### src/rtl/rx_wm_fifo.sv
module rx_wm_fifo #(
  parameter int DEPTH = 16,
  parameter int WIDTH = 32,
  localparam int AW = $clog2(DEPTH),
  localparam int CW = AW + 1
) (
  input  logic             clk,
  input  logic             rst_n,
  input  logic             rx_en,
  input  logic             push_valid,
  input  logic [WIDTH-1:0] push_data,
  input  logic             rd_cpu,
  input  logic             rd_dma,
  output logic [WIDTH-1:0] rd_data,
  input  logic [AW-1:0]    watermark,
  input  logic             ie_full,
  input  logic             ie_req,
  output logic [3:0]       status,
  output logic             overflow,
  output logic [CW-1:0]    level,
  output logic             irq
);

  logic [WIDTH-1:0] mem [DEPTH];
  logic [AW-1:0] wr_ptr, rd_ptr;
  logic [CW-1:0] cnt, cnt_nxt;
  logic req_q, ovf_q, irq_q;
  logic is_full, is_empty, push_ok, pop_ok, req_nxt;

  assign is_full  = (cnt == CW'(DEPTH));
  assign is_empty = (cnt == '0);
  assign push_ok  = rx_en && push_valid && !is_full;
  assign pop_ok   = rx_en && (rd_cpu || rd_dma) && !is_empty;
  assign cnt_nxt  = cnt + CW'(push_ok) - CW'(pop_ok);

  function automatic logic [AW-1:0] bump(input logic [AW-1:0] p);
    return (p == AW'(DEPTH - 1)) ? '0 : p + 1'b1;
  endfunction

  always_ff @(posedge clk) begin
    if (push_ok) mem[wr_ptr] <= push_data;
  end

  always_ff @(posedge clk or negedge rst_n) begin
    if (!rst_n) begin
      wr_ptr <= '0;
      rd_ptr <= '0;
      cnt    <= '0;
    end else if (!rx_en) begin
      wr_ptr <= '0;
      rd_ptr <= '0;
      cnt    <= '0;
    end else begin
      if (push_ok) wr_ptr <= bump(wr_ptr);
      if (pop_ok)  rd_ptr <= bump(rd_ptr);
      cnt <= cnt_nxt;
    end
  end

  always_comb begin
    if (!rx_en || rd_dma)                 req_nxt = 1'b0;
    else if (cnt_nxt > CW'(watermark))    req_nxt = 1'b1;
    else if (cnt_nxt < CW'(watermark))    req_nxt = 1'b0;
    else                                  req_nxt = req_q;
  end

  always_ff @(posedge clk or negedge rst_n) begin
    if (!rst_n) begin
      req_q <= 1'b0;
      ovf_q <= 1'b0;
      irq_q <= 1'b0;
    end else begin
      req_q <= req_nxt;
      if (!rx_en)                        ovf_q <= 1'b0;
      else if (push_valid && is_full)    ovf_q <= 1'b1;
      irq_q <= (ie_full && status[3]) || (ie_req && status[2]);
    end
  end

  assign rd_data  = (rx_en && !is_empty) ? mem[rd_ptr] : '0;
  assign status   = {rx_en && is_full, rx_en && req_q, 2'b00};
  assign overflow = rx_en && ovf_q;
  assign level    = cnt;
  assign irq      = irq_q;

  a_r1_flush: assert property (@(posedge clk) disable iff (!rst_n)
    !rx_en |=> (level == '0));
  a_r1_quiet: assert property (@(posedge clk) disable iff (!rst_n)
    !rx_en |-> (status == 4'b0 && !overflow && rd_data == '0));
  a_r3_full_clear: assert property (@(posedge clk) disable iff (!rst_n)
    (rx_en && status[3] && (rd_cpu || rd_dma) && !push_valid) |=> !status[3]);
  a_r4_req_set: assert property (@(posedge clk) disable iff (!rst_n)
    (rx_en && !rd_dma && cnt_nxt > CW'(watermark)) |=> (!rx_en || status[2]));
  a_r6_dma_drop: assert property (@(posedge clk) disable iff (!rst_n)
    rd_dma |=> !status[2]);
  a_r7_irq_lag: assert property (@(posedge clk) disable iff (!rst_n)
    1'b1 |=> (irq == $past((ie_full && status[3]) || (ie_req && status[2]))));
  a_r9_overflow: assert property (@(posedge clk) disable iff (!rst_n)
    (rx_en && push_valid && status[3] && !rd_cpu && !rd_dma)
      |=> ((!rx_en || overflow) && level == CW'(DEPTH)));
  a_r9_bound: assert property (@(posedge clk) disable iff (!rst_n)
    level <= CW'(DEPTH));

endmodule

### config.mk
export PLATFORM = sky130hd
export DESIGN_NAME = rx_wm_fifo
export DESIGN_NICKNAME = d
export VERILOG_FILES = /design/src/rtl/rx_wm_fifo.sv
export SDC_FILE = /design/constraint.sdc
export NUM_CORES = 1
export LEC_CHECK = 0
export BUFFER_PORTS_ARGS = -buffer_cell sky130_fd_sc_hd__buf_2
export CAP_MARGIN = 20
export CORE_MARGIN = 1.5
export CORE_UTILIZATION = 42
export DETAILED_ROUTE_END_ITERATION = 16
export HOLD_SLACK_MARGIN = 0.06
export PLACE_DENSITY_LB_ADDON = 0.2
export RECOVER_POWER = 25
export SYNTH_ARGS = -nofsm -noshare
export SYNTH_HDL_FRONTEND = slang
export SYNTH_SLANG_ARGS = --single-unit
### constraint.sdc
create_clock -name clk -period 4.8 [get_ports clk]
set_input_delay 0.96 -clock clk [delete_from_list [all_inputs] [get_ports clk]]
set_output_delay 0.96 -clock clk [all_outputs]
set_load 0.02 [all_outputs]
==> results.py <==
metrics = {
    "run_status": {
        "outcome": "finished clean",
    },
    "yosys": {
        "synthCells": 986,
        "synth_enable_flop_cells": 512,
        "synth-seq-cells": 528,
        "netlist_top_cells_area": "sky130_fd_sc_hd__edfxtp_1 (74%), sky130_fd_sc_hd__mux4_2 (14%), sky130_fd_sc_hd__dfrtp_1 (1.9%), sky130_fd_sc_hd__mux2_2 (1.7%), sky130_fd_sc_hd__inv_1 (1.4%)",
        "synth.distinct_cells": 40,
        "syn-mean-instance-area_um2": 21.1,
        "synth_area_um2": 20800,
        "synth-main-ff-cell": "sky130_fd_sc_hd__edfxtp_1",
        "ys_seq_area_share_pct": 75.7,
        "yosysTopAreaCell": "sky130_fd_sc_hd__edfxtp_1",
        "postSynth.asyncResetShare_pct": 3.03,
        "synthDominantCellAreaShare_pct": 73.8,
        "synth-warning-count": 0,
    },
    "clocking": {
        "clkSlewWorstSetupHoldPaths_ps": 60,
        "ctsHoldBuffers": 0,
        "cts_max_path_buffers": 3,
        "post_cts_buffers": 0,
        "cts.sinks": 528,
        "htree_num_levels": 2,
        "clockRootBuffer": "sky130_fd_sc_hd__clkbuf_16",
        "cts-resized-gates": 0,
        "cts_tree": "built",
        "insertion_delay_ps": 600,
        "tritoncts.num_buffers": 54,
    },
    "sta": {
        "fin_worst_skew_ps": 15.9,
        "setup-tns-final_ps": 0,
        "final.hold.worst_slack_ps": 486,
        "tightestPinTransition_ps": 932,
        "fin_crit_sh_pct": 87.9,
        "layout_min_cycle_time_ps": 4220,
        "final_number_of_setup_violating_endpoints": 0,
        "slew_headroom_pct": 37.8,
        "finalHoldViolCount": 0,
        "setup_repair_after_global_routing_missed_its_margin": "no",
        "maxClockFrequency_mhz": 237,
        "final_max_slew_viol_count": 0,
    },
    "floorplanning": {
        "core-area_um2": 49000,
        "die_width_um": 226,
        "fp.dieH_um": 226,
        "fp.dieArea_um2": 51000,
        "placementRows": 81,
        "io_pins": 87,
        "initial_utilization_pct": 42.6,
    },
    "power_and_ir_drop": {
        "cellInternalPower_uw": 8110,
        "net_sw_share_pct": 24.3,
        "leakagePower_uw": 0.00777,
        "part_of_the_total_power_dissipated_in_combinational_logic_pct": 14.2,
        "sequential_share_of_power_pct": 48.6,
        "clockPowerShare_pct": 37.2,
        "power-per-cell-area_nw_per_um2": 448,
        "power.ir.vdd_worst_mv": 0.282,
        "power_switching_uw": 2610,
    },
    "placement": {
        "io_buffers": 84,
        "gp_congestion": 0.750,
        "dp_hpwl_mm": 24.2,
    },
    "global_route": {
        "globalRouteMet2Util_pct": 28.3,
        "grt_pass1_vias": 10039,
        "global_route.overflow_total": 0,
        "grt_util_met3_pct": 3.47,
        "antenna_violations_before_repair": 2,
        "grt_first_pass_wirelength_mm": 63.4,
        "groute.usage.overall_pct": 17.2,
        "global_route.peak_usage_layer": "met2",
        "global_route.usage.met1_pct": 23.5,
        "maximum_number_of_pins_on_one_net_before_global_route_repair": 56,
    },
    "min_path": {
        "hp_class": "in2async",
    },
    "drt": {
        "drt-wirelength-per-cell_um": 23.4,
        "vias": 9534,
        "drt_pre_antenna_iters": 4,
        "route.antenna.remaining_nets": 0,
        "postRouteWirelength_mm": 42.6,
        "initialDrtViolationCount": 600,
        "drc": 0,
        "avgViaCountPerCell": 5.25,
    },
    "job": {
        "cap_viol_max_count": 0,
    },
    "critical_path": {
        "worstSetupStartpointType": "register",
        "r2r_slack_ps": 1280,
        "timing.rr.end": "req_q$_DFFE_PN0P_",
        "worst-setup-path-type": "reg2out",
        "path_max_fanout": 17,
        "rr_startpoint": "level[2]$_DFF_PN0_",
        "critical_path.endpoint_type": "primary output",
        "worstPathRequired_ps": 3840,
        "crit_arrival_ps": 3260,
        "r2r.worst_path.cells": 15,
    },
    "finish": {
        "design.final.nets": 1172,
        "layout.core_utilization_pct": 48.8,
        "layout_overhead_on_the_synthesized_area_pct": 14.7,
        "post_route_cells_drive_above_1_share_pct": 31.9,
    },
}
cells in the final DEF (no fill, tap or decap), drive strengths merged, types with 4 or more instances in the layout:
| cell | count |
|---|---|
| edfxtp | 512 |
| clkbuf | 91 |
| nand2 | 43 |
| dfrtp | 16 |
| nand2b | 4 |
| a21oi | 5 |
| inv | 81 |
| o221ai | 31 |
| nor3 | 6 |
| nor2 | 22 |
| ha | 15 |
| and2 | 5 |
| mux2 | 32 |
| bufinv | 4 |
| clkinv | 20 |
| o21ai | 7 |
| buf | 98 |
| mux4 | 128 |
metrics by stage:
stage / cell area [um2] / setup WS (ps) / std cells / power (uW)
floorplan: 20800 / 632 / 987 / 6430
CTS: 23900 / 492 / 1816 / 10900
finish: 23900 / 583 / 1817 / 10700
global route: 23900 / 344 / 1816 / 11100
global placement: 22300 / 937 / 1720 / 6870
detailed placement: 22300 / 869 / 1720 / 6870
worst max-delay path by stage:
stage | cells past startpoint | slack, ps | to | from
after global placement | 8 | 940 | rd_data[29] | rx_en
final | 9 | 580 | rd_data[29] | level[2]$_DFF_PN0_
after CTS | 9 | 490 | rd_data[29] | level[2]$_DFF_PN0_
after detailed placement | 8 | 870 | rd_data[26] | rx_en
after global routing | 9 | 340 | rd_data[26] | level[2]$_DFF_PN0_
after floorplan | 4 | 630 | mem[0][0]$_DFFE_PP_ | push_valid
flip-flops by register name, summed over array words and instances (netlist names):
signal  count
level       5
irq         1
req_q       1
ovf_q       1
mem       512
wr_ptr      4
rd_ptr      4
worst max-delay path, stage by stage, from the launching register on:
cell	delay (ps)
sky130_fd_sc_hd__dfrtp_1	390
sky130_fd_sc_hd__inv_1	80
sky130_fd_sc_hd__ha_1	160
sky130_fd_sc_hd__nor4b_2	510
sky130_fd_sc_hd__nor3_1	100
sky130_fd_sc_hd__buf_4	180
sky130_fd_sc_hd__nand2b_2	420
sky130_fd_sc_hd__buf_4	430
sky130_fd_sc_hd__o221ai_1	170
sky130_fd_sc_hd__buf_2	180
synth_stat cells, drive strengths merged (4+ instances only):
master  instances
o21ai           7
mux2           32
nor2           22
clkbuf         15
ha             15
nor3            6
inv            80
a21oi           5
nand2          43
mux4          128
and2            5
edfxtp        512
buf            34
dfrtp          16
nand2b          4
o221ai         31
layer usage:
metal / part of all wire [%] / wire, um
met2: 49 / 20900
met1: 45 / 19100
met5: 0.028 / 12
met3: 4.2 / 1770
met4: 1.8 / 773
layout make-up:
class                      instances  area [um2]
tap                              664         831
fill                            4021       25000
sequential                       528       15800
timing repair buffer             118         726
clock buffer                      71        1420
multi-input combinational        330        4600
inverter                          80         300
antenna                            1        2.50
clock inverter                    25         244
cells by family after synthesis:
| family | share of synthesized area (%) |
|---|---|
| AO/OA/AOI/OAI | 2.62 |
| XOR/XNOR | 0.210 |
| adder cells (fa/ha/maj) | 0.997 |
| buffers and inverters | 2.82 |
| flip-flops | 75.7 |
| multiplexers | 15.7 |
| other | 0.0180 |
| AND/OR/NAND/NOR | 1.98 |
power by group through the flow:
stage	clock, uW	combinational, uW	sequential (uW)
finish	3980	1530	5210
detailed placement	0	1560	5310
global placement	0	1560	5310
CTS	4080	1570	5210
global route	4250	1680	5220
floorplan	0	1140	5290
No activity file was read; power rests on OpenSTA's default activity.
